### src/rtl/pdx_pkg.sv
package pdx_pkg;

    typedef enum logic [1:0] {
        ST_IDLE  = 2'd0,
        ST_SHIFT = 2'd1,
        ST_GAP   = 2'd2
    } pdx_state_e;

    // Launch policy bit positions
    localparam int POL_TRIG_BIT = 1;
    localparam int POL_CHG_BIT  = 0;

    localparam logic [1:0] POL_CONT = 2'b00;
    localparam logic [1:0] POL_CHG  = 2'b01;
    localparam logic [1:0] POL_TRIG = 2'b10;
    localparam logic [1:0] POL_BOTH = 2'b11;

endpackage

### src/rtl/pdx_sclk_gen.sv
module pdx_sclk_gen #(
    parameter int DIV_W = 8
) (
    input  logic             clk,
    input  logic             rst_n,
    input  logic             run,
    input  logic [DIV_W-1:0] half_div,
    output logic             tick
);

    logic [DIV_W-1:0] cnt_q;
    logic             wrap;

    assign wrap = (cnt_q == half_div);
    assign tick = run && wrap;

    always_ff @(posedge clk or negedge rst_n) begin
        if (!rst_n) begin
            cnt_q <= '0;
        end else if (!run || wrap) begin
            cnt_q <= '0;
        end else begin
            cnt_q <= cnt_q + 1'b1;
        end
    end

    // a tick never arrives before half_div+1 counts have elapsed
    assert_tick_spacing_R3: assert property (@(posedge clk) disable iff (!rst_n)
        tick |=> !tick || (half_div == '0));

endmodule

### src/rtl/pdx_launch_ctrl.sv
module pdx_launch_ctrl
    import pdx_pkg::*;
#(
    parameter int FRAME_W = 16
) (
    input  logic               clk,
    input  logic               rst_n,
    input  logic [1:0]         policy,
    input  logic               trig_in,
    input  logic [FRAME_W-1:0] par_in,
    input  logic               idle,
    output logic               launch
);

    logic               trig_q;
    logic               pending_q;
    logic [FRAME_W-1:0] last_sent_q;
    logic               rise;
    logic               trig_req;
    logic               chg_req;
    logic               cont_req;

    assign rise     = trig_in && !trig_q;
    assign trig_req = policy[POL_TRIG_BIT] && (pending_q || rise);
    assign chg_req  = policy[POL_CHG_BIT] && (par_in != last_sent_q);
    assign cont_req = (policy == POL_CONT);
    assign launch   = idle && (cont_req || trig_req || chg_req);

    always_ff @(posedge clk or negedge rst_n) begin
        if (!rst_n) begin
            trig_q      <= 1'b0;
            pending_q   <= 1'b0;
            last_sent_q <= '0;
        end else begin
            trig_q <= trig_in;
            if (!policy[POL_TRIG_BIT] || launch) begin
                pending_q <= 1'b0;
            end else if (rise) begin
                pending_q <= 1'b1;
            end
            if (launch) begin
                last_sent_q <= par_in;
            end
        end
    end

    // a change-driven launch always records a new word
    assert_change_launch_R7: assert property (@(posedge clk) disable iff (!rst_n)
        (launch && policy == POL_CHG) |=> (last_sent_q != $past(last_sent_q)));

    // a pending trigger is dropped only by a launch or a policy without triggers
    assert_pending_kept_R9: assert property (@(posedge clk) disable iff (!rst_n)
        (pending_q && !launch && policy[POL_TRIG_BIT]) |=> pending_q);

endmodule

### src/rtl/pdx_frame_fsm.sv
module pdx_frame_fsm
    import pdx_pkg::*;
#(
    parameter int FRAME_W = 16,
    parameter int GAP_W   = 8
) (
    input  logic               clk,
    input  logic               rst_n,
    input  logic               launch,
    input  logic               tick,
    input  logic [FRAME_W-1:0] par_in,
    input  logic               miso,
    input  logic [GAP_W-1:0]   gap_cycles,
    output logic               idle,
    output logic               run,
    output logic               busy,
    output logic               sclk,
    output logic               mosi,
    output logic               cs_n,
    output logic [FRAME_W-1:0] des_out
);

    localparam int CNT_W = (FRAME_W > 1) ? $clog2(FRAME_W) : 1;
    localparam logic [CNT_W-1:0] LAST_BIT = CNT_W'(FRAME_W - 1);

    pdx_state_e         state_q, state_d;
    logic [FRAME_W-1:0] tx_sr_q;
    logic [FRAME_W-1:0] rx_sr_q;
    logic [CNT_W-1:0]   bit_cnt_q;
    logic [GAP_W-1:0]   gap_cnt_q;
    logic               sclk_q;
    logic               cs_n_q;
    logic [FRAME_W-1:0] des_q;
    logic               last_fall;
    logic               gap_done;

    assign last_fall = tick && sclk_q && (bit_cnt_q == LAST_BIT);
    assign gap_done  = (gap_cnt_q == gap_cycles);

    // State register
    always_ff @(posedge clk or negedge rst_n) begin
        if (!rst_n) begin
            state_q <= ST_IDLE;
        end else begin
            state_q <= state_d;
        end
    end

    // Next-state logic
    always_comb begin
        state_d = state_q;
        unique case (state_q)
            ST_IDLE:  if (launch)    state_d = ST_SHIFT;
            ST_SHIFT: if (last_fall) state_d = ST_GAP;
            ST_GAP:   if (gap_done)  state_d = ST_IDLE;
            default:                 state_d = ST_IDLE;
        endcase
    end

    // Output and datapath registers
    always_ff @(posedge clk or negedge rst_n) begin
        if (!rst_n) begin
            tx_sr_q   <= '0;
            rx_sr_q   <= '0;
            bit_cnt_q <= '0;
            gap_cnt_q <= '0;
            sclk_q    <= 1'b0;
            cs_n_q    <= 1'b1;
            des_q     <= '0;
        end else begin
            unique case (state_q)
                ST_IDLE: begin
                    if (launch) begin
                        tx_sr_q   <= par_in;
                        bit_cnt_q <= '0;
                        sclk_q    <= 1'b0;
                        cs_n_q    <= 1'b0;
                    end
                end
                ST_SHIFT: begin
                    if (tick) begin
                        if (!sclk_q) begin
                            sclk_q  <= 1'b1;
                            rx_sr_q <= {rx_sr_q[FRAME_W-2:0], miso};
                        end else begin
                            sclk_q <= 1'b0;
                            if (bit_cnt_q == LAST_BIT) begin
                                cs_n_q    <= 1'b1;
                                des_q     <= rx_sr_q;
                                gap_cnt_q <= '0;
                            end else begin
                                tx_sr_q   <= {tx_sr_q[FRAME_W-2:0], 1'b0};
                                bit_cnt_q <= bit_cnt_q + 1'b1;
                            end
                        end
                    end
                end
                ST_GAP: begin
                    if (!gap_done) begin
                        gap_cnt_q <= gap_cnt_q + 1'b1;
                    end
                end
                default: begin
                    cs_n_q <= 1'b1;
                    sclk_q <= 1'b0;
                end
            endcase
        end
    end

    assign idle    = (state_q == ST_IDLE);
    assign run     = (state_q == ST_SHIFT);
    assign busy    = (state_q != ST_IDLE);
    assign sclk    = sclk_q;
    assign cs_n    = cs_n_q;
    assign mosi    = !cs_n_q && tx_sr_q[FRAME_W-1];
    assign des_out = des_q;

    // serial clock rests low outside a frame
    assert_sclk_idle_R2: assert property (@(posedge clk) disable iff (!rst_n)
        cs_n_q |-> !sclk_q);

    // a frame closes on a falling serial clock edge
    assert_frame_ends_on_fall_R2: assert property (@(posedge clk) disable iff (!rst_n)
        $rose(cs_n_q) |-> $past(sclk_q));

    // inside a frame, data changes only with a falling serial clock
    assert_mosi_on_fall_R2: assert property (@(posedge clk) disable iff (!rst_n)
        (!cs_n_q && $past(!cs_n_q) && !$stable(mosi)) |-> $fell(sclk_q));

    // the received word register moves only at frame end
    assert_des_hold_R5: assert property (@(posedge clk) disable iff (!rst_n)
        !$stable(des_q) |-> $rose(cs_n_q));

    // busy covers the whole frame
    assert_busy_covers_frame_R11: assert property (@(posedge clk) disable iff (!rst_n)
        !cs_n_q |-> busy);

endmodule

### src/rtl/pdx_engine.sv
module pdx_engine
    import pdx_pkg::*;
#(
    parameter int FRAME_W = 16,
    parameter int DIV_W   = 8,
    parameter int GAP_W   = 8
) (
    input  logic               clk,
    input  logic               rst_n,
    input  logic [FRAME_W-1:0] par_in,
    input  logic [1:0]         policy,
    input  logic               trig_in,
    input  logic [DIV_W-1:0]   half_div,
    input  logic [GAP_W-1:0]   gap_cycles,
    input  logic               miso,
    output logic               sclk,
    output logic               mosi,
    output logic               cs_n,
    output logic               busy,
    output logic [FRAME_W-1:0] des_out
);

    logic launch;
    logic idle;
    logic run;
    logic tick;

    pdx_launch_ctrl #(
        .FRAME_W (FRAME_W)
    ) u_launch (
        .clk     (clk),
        .rst_n   (rst_n),
        .policy  (policy),
        .trig_in (trig_in),
        .par_in  (par_in),
        .idle    (idle),
        .launch  (launch)
    );

    pdx_sclk_gen #(
        .DIV_W (DIV_W)
    ) u_sclk (
        .clk      (clk),
        .rst_n    (rst_n),
        .run      (run),
        .half_div (half_div),
        .tick     (tick)
    );

    pdx_frame_fsm #(
        .FRAME_W (FRAME_W),
        .GAP_W   (GAP_W)
    ) u_fsm (
        .clk        (clk),
        .rst_n      (rst_n),
        .launch     (launch),
        .tick       (tick),
        .par_in     (par_in),
        .miso       (miso),
        .gap_cycles (gap_cycles),
        .idle       (idle),
        .run        (run),
        .busy       (busy),
        .sclk       (sclk),
        .mosi       (mosi),
        .cs_n       (cs_n),
        .des_out    (des_out)
    );

    // leaving busy never happens while a frame is open
    assert_busy_drop_R11: assert property (@(posedge clk) disable iff (!rst_n)
        $fell(busy) |-> cs_n && $past(cs_n));

endmodule

### config.mk
export PLATFORM = sky130hd
export DESIGN_NAME = pdx_engine
export DESIGN_NICKNAME = d
export VERILOG_FILES = /design/src/rtl/pdx_pkg.sv /design/src/rtl/pdx_sclk_gen.sv /design/src/rtl/pdx_launch_ctrl.sv /design/src/rtl/pdx_frame_fsm.sv /design/src/rtl/pdx_engine.sv
export SDC_FILE = /design/constraint.sdc
export NUM_CORES = 1
export LEC_CHECK = 0
export BUFFER_PORTS_ARGS = -buffer_cell sky130_fd_sc_hd__buf_2
export CAP_MARGIN = 20
export CELL_PAD_IN_SITES_DETAIL_PLACEMENT = 1
export CELL_PAD_IN_SITES_GLOBAL_PLACEMENT = 1
export CORE_MARGIN = 2
export CORE_UTILIZATION = 48
export CTS_BUF_LIST = sky130_fd_sc_hd__clkbuf_4
export CTS_CLUSTER_DIAMETER = 150
export DETAILED_ROUTE_END_ITERATION = 7
export HOLD_SLACK_MARGIN = 0.06
export PLACE_DENSITY = 0.8
export SKIP_LAST_GASP = 1
export SLEW_MARGIN = 20
export SYNTH_ARGS = -nofsm -noshare
export SYNTH_HDL_FRONTEND = slang
export SYNTH_HIERARCHICAL = 1
export SYNTH_SLANG_ARGS = --single-unit
### constraint.sdc
create_clock -name clk -period 2.8 [get_ports clk]
set_input_delay 0.14 -clock clk [delete_from_list [all_inputs] [get_ports clk]]
set_output_delay 0.14 -clock clk [all_outputs]
set_load 0.05 [all_outputs]
# == After elaboration in Yosys (flattened, before gate mapping) ==
# Index checks and enable logic that the tools add are counted.
# word_totals
register_bits,90
out_inout_bits,20
inputBits,38
elab_cells,91
# op_classes
n_bitwise,2
n_addsub,3
n_mux,30
n_reduce_logical,30
eq_ne,14
# op_table
operator,count
$mux 16,4
$mux 8,5
$pmux 16 s2,1
$add 8x1->8 const B,2
$eq 8x8->1,2
$mux 4,4
$ne 16x16->1,1
$pmux 8 s2,1
$reduce_and 5->1,3
$ne 2x1->1 const B,5
$reduce_and 3->1,3
$logic_and 1x1->1,8
$mux 1,8
$pmux 4 s2,1
$reduce_bool 2->1,4
$mux 2,3
$ne 2x2->1 const B,3
$pmux 1 s3,2
$pmux 2 s3,1
$logic_or 1x1->1,5
$add 4x1->4 const B,1
$eq 4x4->1 const B,1
$logic_not 1->1,4
$logic_not 2->1,2
other kinds (4),5

# == Longest topological paths before layout ==
# Gate-level depths: netlist of the first run.
# logic_depth
depth_word,9
depth_mapped,12
depth_no_buf,8

# == Cells and area by module ==
# The synthesis of the first run kept the hierarchy.
# by_module_without_submodules
mod,cells_per_inst,seq_area_each_um2,instances,area_each_um2
pdx_frame_fsm,243,1602.8,1,2915.3
pdx_launch_ctrl,85,450.4,1,988.4
pdx_sclk_gen,46,200.2,1,500.5

# == Worst setup path before layout of the first run ==
# Ideal clock, no wire load.
# synth_path
path_kind,register to register
from,register u_sclk.cnt_q[3]
to,register u_fsm.bit_cnt_q[0]
period_less_slack_ns,2.473
n_path_buf,2
setup_ns,0.125
arrival_ns,2.348
setup_slack_ns,0.327
required_ns,2.675
stages_incl_launch_ff,10
cell_sequence,dfrtp_1 buf_6 xor2_2 nor4_2 and3_1 nand2_1 nor3b_2 o21ba_2 buf_4 mux2_2
# synth_between
elab_chain_len,4
# synth_rtl
element,line_no,text
"start, declared",pdx_sclk_gen.sv:11,logic [DIV_W-1:0] cnt_q;
"start signal, assigned",pdx_sclk_gen.sv:23,cnt_q <= cnt_q + 1'b1;
$eq 8x8->1,pdx_sclk_gen.sv:14,assign wrap = (cnt_q == half_div);
$logic_and 1x1->1,pdx_sclk_gen.sv:15,assign tick = run && wrap;
named net tick,pdx_engine.sv:26,logic tick;
$ne 2x1->1 (no line),-,
$reduce_and 5->1 (no line),-,
"end signal, assigned",pdx_frame_fsm.sv:93,bit_cnt_q <= bit_cnt_q + 1'b1;
"end, declared",pdx_frame_fsm.sv:29,logic [CNT_W-1:0] bit_cnt_q;
# The timed path passes the listed nets, and every way through them passes these cells.
# A chain may end at the register's enable or synchronous reset.

# == Worst setup path in the final report of the first run ==
# Ends and elaborated chain as after synthesis.

==> impl_metrics.env, run 1 <==
export IMPL_period_share=0.9250
export IMPL_grt_setup_unrepaired="no"
export IMPL_yosys_register_bits=90
export IMPL_crit_slowest_cell="dfrtp_1"
export IMPL_fin_cells=569
export IMPL_p_leak_uw=0.002663
export IMPL_postPlaceCellArea_um2=4772
export IMPL_timing_final_crit_period_ns=2.590
export IMPL_arrival_ns=2.93
export IMPL_rrSetupSlack_ns=0.21
export IMPL_grt_util_met3=0.03552
export IMPL_fp_dieArea_um2=9958
export IMPL_clkLatencyLatePin_ns=0.45
export IMPL_reg2reg_to="u_fsm/bit_cnt_q[0]$_DFFE_PN0P_"
export IMPL_gp_congestion=0.7805
export IMPL_clkTransAtPathRegs_ns=0.14
export IMPL_pin_count=58
export IMPL_fp_dieH_um=99.79
export IMPL_critPathCaptureType="flip-flop"
export IMPL_synth_area_um2=4404
export IMPL_mostFrequentLayoutCells="dfrtp_1 (89), buf_2 (56), mux2_2 (31), xor2_1 (25), nor2_1 (24)"
export IMPL_cp_cell_sequence="xor2_2 -> nor4_2 -> and3_1 -> nand2_1 -> nor3b_2 -> o21ba_4 -> mux2_2"
export IMPL_max_slew_margin=0.5814
export IMPL_met2_usage=0.3976
export IMPL_clockRootBuffer="clkbuf_4"
export IMPL_crit_type="reg2reg"
export IMPL_tightest_slew_ns=0.6278
export IMPL_use_met1=0.2882
export IMPL_max_freq_ghz=0.3861
export IMPL_synth_edf_count=0
export IMPL_diodes=0
export IMPL_crit_path_end="u_fsm/bit_cnt_q[0]$_DFFE_PN0P_"
export IMPL_synth_area_top_cells="dfrtp_1 (51%), mux2_2 (7.9%), xor2_1 (5.0%), a221o_1 (3.6%), mux2i_1 (3.6%)"
export IMPL_yosysTopAreaCell="dfrtp_1"
export IMPL_startpoint_type="flip-flop"
export IMPL_firstDrtPassIters=4
export IMPL_critPathBufInv=0
export IMPL_r2r_start="u_sclk/cnt_q[3]$_DFF_PN0_"
export IMPL_ys_warn_count=6
export IMPL_rows=34
export IMPL_cts_tree="done"
export IMPL_cap_violations=0
export IMPL_min_from="gap_cycles[5]"
export IMPL_clock_skew_ns=0.02327
export IMPL_finalHoldViolCount=0
export IMPL_grt_start_max_net_pins=48
export IMPL_routed_wirelength_mm=10.48
export IMPL_coreArea_um2=8806
export IMPL_drc_errors=0
export IMPL_worstPathMaxFanout=34
export IMPL_yosysTopAreaCellShare=0.5057
export IMPL_synthCells=374
export IMPL_via_per_inst=5.685
export IMPL_synth_seq_area_share=0.5116
export IMPL_crit_path_start="u_sclk/cnt_q[3]$_DFF_PN0_"
export IMPL_fp_dieW_um=99.79
export IMPL_grt_pass1_wl_mm=17.87
export IMPL_power_density_nw_per_um2=534.5
export IMPL_worst_path_stages=7
export IMPL_grt_pass1_vias=3592
export IMPL_grt_overflow_total=0
export IMPL_max_stage_delay_ns=0.50
export IMPL_synthArstFlopShare=1.000
export IMPL_antenna_found_initial=0
export IMPL_nFillCells=967
export IMPL_final_setup_viol_count=0
export IMPL_synth_distinct_cells=47
export IMPL_io_buffers=57
export IMPL_fin_nets=497
export IMPL_path_delay_family="simple AND/OR/NAND/NOR gates"
export IMPL_clockBufferDepth=2
export IMPL_final_common_cell="dfrtp_1"
export IMPL_required_ns=3.14
export IMPL_cts_buffers=9
export IMPL_dr_first_iter_drc_count=92
export IMPL_cts_sinks=90
export IMPL_drv_slew=0
export IMPL_ir_drop_v=0.0002198
export IMPL_stdcell_area_um2=5120
export IMPL_reg2regPathDepth=7
export IMPL_synth_nets=415
export IMPL_ant_nets=0
export IMPL_dp_hpwl_mm=6.971
export IMPL_outcome="finished, final reports clean"
export IMPL_area_growth_syn_to_layout_pct=16.25
export IMPL_htree_levels=3
export IMPL_hold_class="in2reg"
export IMPL_synth_ff_type="dfrtp_1"
export IMPL_grtUsageTotal=0.2270
export IMPL_tns_ns=0
export IMPL_gr_max_usage_layer="met2"
export IMPL_vias=3235
export IMPL_place_detailed_instances=533
export IMPL_avgSynthCellArea_um2=11.78
export IMPL_drive_gt1_frac=0.2842
export IMPL_initial_utilization=0.5001
export IMPL_detail_route_wl_per_cell_um=18.41
area by class of cell:
| cell class | instances | area, µm² | share of cell area |
|---|---|---|---|
| Tap cell | 108 | 135.1 | 0.02639 |
| Timing Repair Buffer | 88 | 570.5 | 0.1114 |
| Clock buffer | 10 | 75.07 | 0.01466 |
| Multi-Input combinational cell | 255 | 1974 | 0.3856 |
| Clock inverter | 6 | 66.31 | 0.01295 |
| Sequential cell | 90 | 2253 | 0.4401 |
| Inverter | 12 | 45.04 | 0.008798 |
flip-flops by register name (all words and copies together), names as in the netlist:
signal                cells
u_fsm/des_out            16
u_fsm/rx_sr_q            16
u_fsm/tx_sr_q            16
u_launch/last_sent_q     16
u_fsm/gap_cnt_q           8
u_sclk/cnt_q              8
u_fsm/bit_cnt_q           4
u_fsm/state_q             2
u_fsm/cs_n                1
u_fsm/sclk                1
u_launch/pending_q        1
u_launch/trig_q           1
worst min-delay path by stage:
stage                                                 to  cells after the start
final                     u_fsm/gap_cnt_q[1]$_DFFE_PN0P_                      5
after global routing           u_sclk/cnt_q[0]$_DFF_PN0_                      2
after CTS                 u_fsm/gap_cnt_q[6]$_DFFE_PN0P_                      5
after detailed placement  u_fsm/gap_cnt_q[7]$_DFFE_PN0P_                      1
after global placement    u_fsm/gap_cnt_q[7]$_DFFE_PN0P_                      1
after floorplan           u_fsm/bit_cnt_q[0]$_DFFE_PN0P_                      0
worst reg2reg max path: cells and delay by family (launching register included):
| family | cells | cell delay, ns |
|---|---|---|
| and+or+nand+nor | 4 | 0.98 |
| xor gates and xnor gates | 1 | 0.18 |
| muxes | 1 | 0.38 |
| AOI/OAI and AO/OA | 1 | 0.46 |
| DFF | 1 | 0.50 |
stage by stage:
step / hold WS (ns) / setup slack, ns / utilization / total power, µW
finish: 0.2421 / 0.2101 / 0.5814 / 2736
global route: 0.2689 / 0.02326 / 0.5814 / 2903
CTS: 0.2196 / 0.02724 / 0.5807 / 2762
detailed placement: 0.2002 / 0.05834 / 0.5419 / 2004
global placement: 0.1962 / 0.1860 / 0.5419 / 1969
floorplan: -0.1556 / 0.3271 / - / 1838
per-layer routing:
metal,share of wire,wire [µm]
met1,0.44,4629
met2,0.52,5449
met4,0.012,130
met3,0.026,268
met5,0,0
cell families after synthesis:
family	after synthesis	share of synthesized area
AO/OA/AOI/OAI	67	0.1145
XOR/XNOR	38	0.07898
adder cells (fa/ha/maj)	3	0.008524
buffers and inverters	29	0.04148
flip-flops	90	0.5116
multiplexers	49	0.1207
AND/OR/NAND/NOR	98	0.1241
synth_stat cells, drive strengths merged, types with 2 or more instances:
cell type / n
xnor2: 11
mux2i: 16
a211o: 4
nor2b: 2
and3: 21
or3: 3
ha: 3
nor2: 24
buf: 15
nor4: 9
a31o: 3
nand3: 12
nor3: 3
a21o: 2
nand4: 4
a221o: 16
xor2: 27
a221oi: 3
o21ai: 12
dfrtp: 89
a211oi: 5
a21oi: 19
nor3b: 4
nand2b: 4
inv: 12
nand2: 9
clkbuf: 2
mux2: 33
repair_timing:
action                                  CTS  global route
hold buffers                             20             0
endpoints found under the hold margin    73             0
endpoints found under the setup margin    0            17
buffers inserted                          0             0
gates resized for setup                   0             1
power by group:
| part | switching (µW) | internal (µW) |
|---|---|---|
| clock | 455 | 284 |
| combinational | 253 | 212 |
| sequential | 123 | 1410 |
(Power assumes the default switching activity.)
==> run 2, diff against run 1 <==
--- a/config.mk
+++ b/config.mk
@@ -20,5 +20,4 @@
 export SLEW_MARGIN = 20
 export SYNTH_ARGS = -nofsm -noshare
 export SYNTH_HDL_FRONTEND = slang
-export SYNTH_HIERARCHICAL = 1
 export SYNTH_SLANG_ARGS = --single-unit
==> run 2 against run 1 <==
Against the previous run:
- global-route usage decreased by 2.0 points
- first-iteration DRC count increased by 23%
- synthesized cell count decreased by 5.1%
- clock power increased by 1%
- critical path depth decreased by 1
- critical endpoint is now u_fsm.tx_sr_q[5]$_DFFE_PN0P_
- highest routed layer unchanged
==> impl_metrics.env, run 2 <==
export IMPL_initial_utilization=0.4944
export IMPL_synthArstFlopShare=1.000
export IMPL_max_freq_ghz=0.4153
export IMPL_place_detailed_instances=515
export IMPL_yosysTopAreaCell="dfrtp_1"
export IMPL_tightest_slew_ns=1.049
export IMPL_synth_seq_area_share=0.5252
export IMPL_clockRootBuffer="clkbuf_4"
export IMPL_yosys_register_bits=90
export IMPL_synth_edf_count=0
export IMPL_synth_area_um2=4290
export IMPL_grt_setup_unrepaired="no"
export IMPL_drc_errors=0
export IMPL_antenna_found_initial=0
export IMPL_clockBufferDepth=2
export IMPL_htree_levels=3
export IMPL_ant_nets=0
export IMPL_period_share=0.8599
export IMPL_detail_route_wl_per_cell_um=17.07
export IMPL_synthCells=355
export IMPL_mostFrequentLayoutCells="dfrtp_1 (89), buf_2 (56), nand2_1 (55), mux2_2 (39), mux2_4 (24)"
export IMPL_required_ns=3.11
export IMPL_cts_sinks=90
export IMPL_dr_first_iter_drc_count=113
export IMPL_yosysTopAreaCellShare=0.5191
export IMPL_pin_count=58
export IMPL_finalHoldViolCount=0
export IMPL_synth_distinct_cells=45
export IMPL_drv_slew=0
export IMPL_gp_congestion=0.8387
export IMPL_r2r_start="u_sclk.cnt_q[6]$_DFF_PN0_"
export IMPL_max_stage_delay_ns=0.43
export IMPL_via_per_inst=5.272
export IMPL_grt_start_max_net_pins=44
export IMPL_avgSynthCellArea_um2=12.09
export IMPL_power_density_nw_per_um2=689.9
export IMPL_rows=34
export IMPL_io_buffers=57
export IMPL_cts_buffers=9
export IMPL_clock_skew_ns=0.02460
export IMPL_drive_gt1_frac=0.3431
export IMPL_firstDrtPassIters=4
export IMPL_coreArea_um2=8678
export IMPL_final_setup_viol_count=0
export IMPL_cts_tree="done"
export IMPL_nFillCells=950
export IMPL_grtUsageTotal=0.2068
export IMPL_fp_dieW_um=98.54
export IMPL_tns_ns=0
export IMPL_grt_pass1_wl_mm=16.06
export IMPL_postPlaceCellArea_um2=4674
export IMPL_synth_most_common_cell="dfrtp_1"
export IMPL_p_leak_uw=0.002447
export IMPL_max_slew_margin=0.3006
export IMPL_clkLatencyLatePin_ns=0.43
export IMPL_p_total_uw=3463
export IMPL_fp_dieH_um=98.54
export IMPL_crit_path_start="u_sclk.cnt_q[6]$_DFF_PN0_"
export IMPL_stdcell_area_um2=5019
export IMPL_ys_warn_count=0
export IMPL_critPathBufInv=0
export IMPL_yosys_top_cells_count="dfrtp_1 (89), nand2_1 (55), mux2_2 (39)"
export IMPL_startpoint_type="flip-flop"
export IMPL_fin_cells=551
export IMPL_area_growth_syn_to_layout_pct=16.97
export IMPL_vias=2905
export IMPL_hold_class="in2async"
export IMPL_dp_hpwl_mm=6.591
export IMPL_grt_pass1_vias=3272
export IMPL_diodes=0
export IMPL_timing_final_crit_period_ns=2.408
export IMPL_outcome="finished, final reports clean"
export IMPL_clkTransAtPathRegs_ns=0.16
export IMPL_arrival_ns=2.72
export IMPL_cp_cell_sequence="xor2_1 -> nor4_2 -> and3_2 -> nand3_1 -> o21ai_2 -> mux2_2"
export IMPL_ctsResizeCount=0
export IMPL_cap_violations=0
export IMPL_ir_drop_v=0.0002898
export IMPL_critPathCaptureType="flip-flop"
export IMPL_synth_nets=396
export IMPL_crit_slowest_cell="dfrtp_1"
export IMPL_routed_wirelength_mm=9.406
export IMPL_fin_nets=479
export IMPL_final_common_cell="dfrtp_1"
export IMPL_synth_area_top_cells="dfrtp_1 (52%), mux2_2 (10%), mux2_4 (8.4%), nand2_1 (4.8%), xnor2_1 (4.7%)"
export IMPL_fp_dieArea_um2=9710
export IMPL_synth_ff_type="dfrtp_1"
export IMPL_worstPathMaxFanout=17
export IMPL_path_delay_family="simple AND/OR/NAND/NOR gates"
export IMPL_grt_overflow_total=0
export IMPL_crit_type="reg2reg"
-- run 2: cell count changes after synthesis, moves of 8 or more --
cell     previous run  this run
a21oi_1            17         4
mux2_4              0        24
a221o_1            16         0
xnor2_1            11        23
nand2_1             9        55
mux2_2             31        39
mux2i_1            16         3
and3_1             21         2
-- run 2: cell type report --
cell class / instances / area, µm² / share of cell area
Inverter: 10 / 37.54 / 0.007479
Timing Repair Buffer: 82 / 525.5 / 0.1047
Clock buffer: 9 / 67.56 / 0.01346
Sequential cell: 90 / 2253 / 0.4490
Multi-Input combinational cell: 245 / 1923 / 0.3832
Clock inverter: 7 / 76.32 / 0.01521
Tap cell: 108 / 135.1 / 0.02693
-- run 2: through the flow --
stage / setup WS, ns / hold slack [ns] / util
2_1_floorplan: 0.7536 / -0.1556 / -
3_3_place_gp: 0.4386 / 0.1699 / 0.5386
3_5_place_dp: 0.3979 / 0.1758 / 0.5386
4_1_cts: 0.3601 / 0.2244 / 0.5783
5_1_grt: 0.2109 / 0.2546 / 0.5783
6_report: 0.3922 / 0.2390 / 0.5783
-- run 2: cell families (layout without fill, tap and decap cells) --
group / count (synthesis) / in the layout / synth area share
DFF: 90 / 90 / 0.5252
adders and majority gates: 3 / 3 / 0.008750
buffers and inverters: 20 / 108 / 0.02654
AOI/OAI and AO/OA: 20 / 20 / 0.03091
and+or+nand+nor: 111 / 111 / 0.1234
xor gates and xnor gates: 45 / 45 / 0.09186
muxes: 66 / 66 / 0.1934
-- run 2: repair_timing --
item / CTS / global route
endpoints found under the hold margin: 63 / 0
buffers inserted: 0 / 0
endpoints found under the setup margin: 0 / 0
hold buffers: 20 / 0
-- run 2: final timing paths --
kind | end | slack [ns] | depth (start not counted)
hold / removal | u_fsm.tx_sr_q[7]$_DFFE_PN0P_ | 0.24 | 2
min in group clk | u_fsm.state_q[0]$_DFFE_PN0P_ | 0.26 | 4
max in group asynchronous | u_fsm.cs_n$_DFFE_PN1P_ | 1.75 | 3
setup / recovery | u_fsm.tx_sr_q[5]$_DFFE_PN0P_ | 0.39 | 6
hold reg to reg | u_fsm.cs_n$_DFFE_PN1P_ | 0.50 | 2
setup reg to reg | u_fsm.tx_sr_q[5]$_DFFE_PN0P_ | 0.39 | 6
-- run 2: power by group --
group | switching, µW | leakage, µW | internal, µW
sequential | 222 | 0.00114 | 1580
combinational | 404 | 0.00123 | 505
clock | 469 | 0.0000733 | 281
total | 1100 | 0.00245 | 2370
-- run 2: per-layer routing --
| metal | global-route usage | wire length, µm | vias to the layer above | part of all wire |
|---|---|---|---|---|
| met5 | 0 | 0 | - | 0 |
| met4 | 0.07482 | 172 | 0 | 0.018 |
| met3 | 0.03404 | 278 | 15 | 0.030 |
| met2 | 0.3448 | 4712 | 47 | 0.50 |
| met1 | 0.2748 | 4243 | 1467 | 0.45 |
| li1 | - | - | 1376 | - |
==> run 3, diff against run 2 <==
--- a/config.mk
+++ b/config.mk
@@ -15,7 +15,7 @@
 export CTS_CLUSTER_DIAMETER = 150
 export DETAILED_ROUTE_END_ITERATION = 7
 export HOLD_SLACK_MARGIN = 0.06
-export PLACE_DENSITY = 0.8
+export PLACE_DENSITY_LB_ADDON = 0.15
 export SKIP_LAST_GASP = 1
 export SLEW_MARGIN = 20
 export SYNTH_ARGS = -nofsm -noshare
==> run 3 against run 2 <==
Against the previous run:
- final area up 1.2%
- cell count unchanged
- total power up 7.3%
- largest cell class unchanged
- highest routed layer unchanged
==> impl_metrics.env, run 3 (synthesized netlist as in run 2, its figures left out) <==
export IMPL_fp_dieArea_um2=9710
export IMPL_via_per_inst=5.303
export IMPL_max_stage_delay_ns=0.44
export IMPL_grt_pass1_wl_mm=15.81
export IMPL_tightest_slew_ns=1.049
export IMPL_fin_cells=551
export IMPL_ir_drop_v=0.0002906
export IMPL_vias=2922
export IMPL_initial_utilization=0.4944
export IMPL_pin_count=58
export IMPL_ctsResizeCount=0
export IMPL_clockRootBuffer="clkbuf_4"
export IMPL_fp_dieH_um=98.54
export IMPL_switching_share=0.2908
export IMPL_io_buffers=57
export IMPL_detail_route_wl_per_cell_um=16.94
export IMPL_layout_setup_ws_ns=0.3562
export IMPL_clockPowerShare=0.266
export IMPL_cts_sinks=90
export IMPL_dr_first_iter_drc_count=81
export IMPL_drc_errors=0
export IMPL_p_int_uw=2634
export IMPL_antenna_found_initial=0
export IMPL_area_growth_syn_to_layout_pct=18.37
export IMPL_power_density_nw_per_um2=731.4
export IMPL_arrival_ns=2.75
export IMPL_met2_usage=0.3422
export IMPL_netSwitchingPower_uw=1080
export IMPL_diodes=0
export IMPL_rows=34
export IMPL_cts_tree="done"
export IMPL_finalHoldViolCount=0
export IMPL_finish_utilization=0.5852
export IMPL_critPathCaptureType="flip-flop"
export IMPL_use_met1=0.2701
export IMPL_final_setup_viol_count=0
export IMPL_tns_ns=0
export IMPL_htree_levels=3
export IMPL_routed_wirelength_mm=9.336
export IMPL_mostFrequentLayoutCells="dfrtp_1 (89), buf_2 (56), nand2_1 (55), mux2_2 (39), mux2_4 (24)"
export IMPL_grt_util_met3=0.03404
export IMPL_grtUsageTotal=0.2045
export IMPL_drv_slew=0
export IMPL_coreArea_um2=8678
export IMPL_clock_skew_ns=0.01950
export IMPL_dp_hpwl_mm=6.476
export IMPL_cap_violations=0
export IMPL_clockBufferDepth=2
export IMPL_period_share=0.8728
export IMPL_ant_nets=0
export IMPL_timing_final_crit_period_ns=2.444
export IMPL_place_detailed_instances=515
export IMPL_max_freq_ghz=0.4092
export IMPL_grt_overflow_total=0
export IMPL_pre_cts_slack_ns=0.3989
export IMPL_outcome="finished, final reports clean"
export IMPL_cp_cell_sequence="xor2_1 -> nor4_2 -> and3_2 -> nand3_1 -> o21ai_2 -> mux2_2"
export IMPL_grt_start_max_net_pins=43
export IMPL_p_leak_uw=0.002482
export IMPL_seqPwrFrac=0.487
export IMPL_grt_setup_unrepaired="no"
export IMPL_firstDrtPassIters=4
export IMPL_hold_class="in2async"
export IMPL_max_slew_margin=0.3008
export IMPL_drive_gt1_frac=0.3409
export IMPL_required_ns=3.11
export IMPL_cts_buffers=9
export IMPL_fin_nets=479
export IMPL_crit_slowest_cell="dfrtp_1"
export IMPL_gp_congestion=0.8269
export IMPL_crit_type="reg2reg"
export IMPL_startpoint_type="flip-flop"
export IMPL_fp_dieW_um=98.54
export IMPL_r2r_start="u_sclk.cnt_q[6]$_DFF_PN0_"
export IMPL_clkTransAtPathRegs_ns=0.15
export IMPL_worstPathMaxFanout=17
export IMPL_crit_path_start="u_sclk.cnt_q[6]$_DFF_PN0_"
export IMPL_clkLatencyLatePin_ns=0.42
export IMPL_grt_pass1_vias=3268
export IMPL_gr_max_usage_layer="met2"
export IMPL_pwr_share_comb=0.247
export IMPL_final_common_cell="dfrtp_1"
export IMPL_hold_ws_ns=0.2246
## run 3: cell count changes in the layout (fill, tap and decap cells not counted)
cell	before	now
bufinv_16	1	4
clkbuf_4	9	10
clkinv_1	0	1
clkinvlp_4	2	0
inv_6	3	0
## run 3: timing repair
item                      CTS  global route
hold buffers               20             0
hold endpoints to repair   61             0
setup buffers               0             0
## run 3: worst paths after layout
kind | endpoint | slack (ns) | cells past startpoint
max | u_fsm.tx_sr_q[5]$_DFFE_PN0P_ | 0.36 | 6
min in group clk | u_fsm.state_q[0]$_DFFE_PN0P_ | 0.29 | 4
min reg2reg | u_fsm.cs_n$_DFFE_PN1P_ | 0.51 | 2
max reg2reg | u_fsm.tx_sr_q[5]$_DFFE_PN0P_ | 0.36 | 6
min | u_sclk.cnt_q[4]$_DFF_PN0_ | 0.22 | 2
max in group asynchronous | u_fsm.cs_n$_DFFE_PN1P_ | 1.79 | 3
## run 3: routing by layer
metal | routed length (µm) | up-vias
met5 | 0 | -
met4 | 174 | 0
met3 | 305 | 15
met2 | 4578 | 59
met1 | 4276 | 1472
li1 | - | 1376
## run 3: area by class of cell
type                            instances  area (µm²)
Clock buffer                           10       75.07
Timing Repair Buffer                   82       525.5
Fill cell                             922        3600
Inverter                               10       37.54
Multi-Input combinational cell        245        1923
Clock inverter                          6       128.9
Tap cell                              108       135.1
Sequential cell                        90        2253
## run 3: power by group through the flow
stage / registers (µW) / logic, µW / clock network, µW
6_report: 1810 / 918 / 987
5_1_grt: 1850 / 1020 / 1060
4_1_cts: 1810 / 929 / 1000
3_5_place_dp: 1830 / 897 / 0
3_3_place_gp: 1810 / 852 / 0
2_1_floorplan: 1780 / 687 / 0
## run 3: critical path: cells and delay by family (launching register included)
| family | cells | cell delay, ns |
|---|---|---|
| muxes | 1 | 0.42 |
| AOI/OAI and AO/OA | 1 | 0.43 |
| and+or+nand+nor | 3 | 0.84 |
| xor gates and xnor gates | 1 | 0.18 |
| DFF | 1 | 0.44 |
## run 3: through the flow
stage	power (µW)	instance area (µm²)
after floorplan	2466	4290
after global placement	2658	4674
after detailed placement	2727	4674
after CTS	3737	5079
after global routing	3928	5079
final	3714	5079
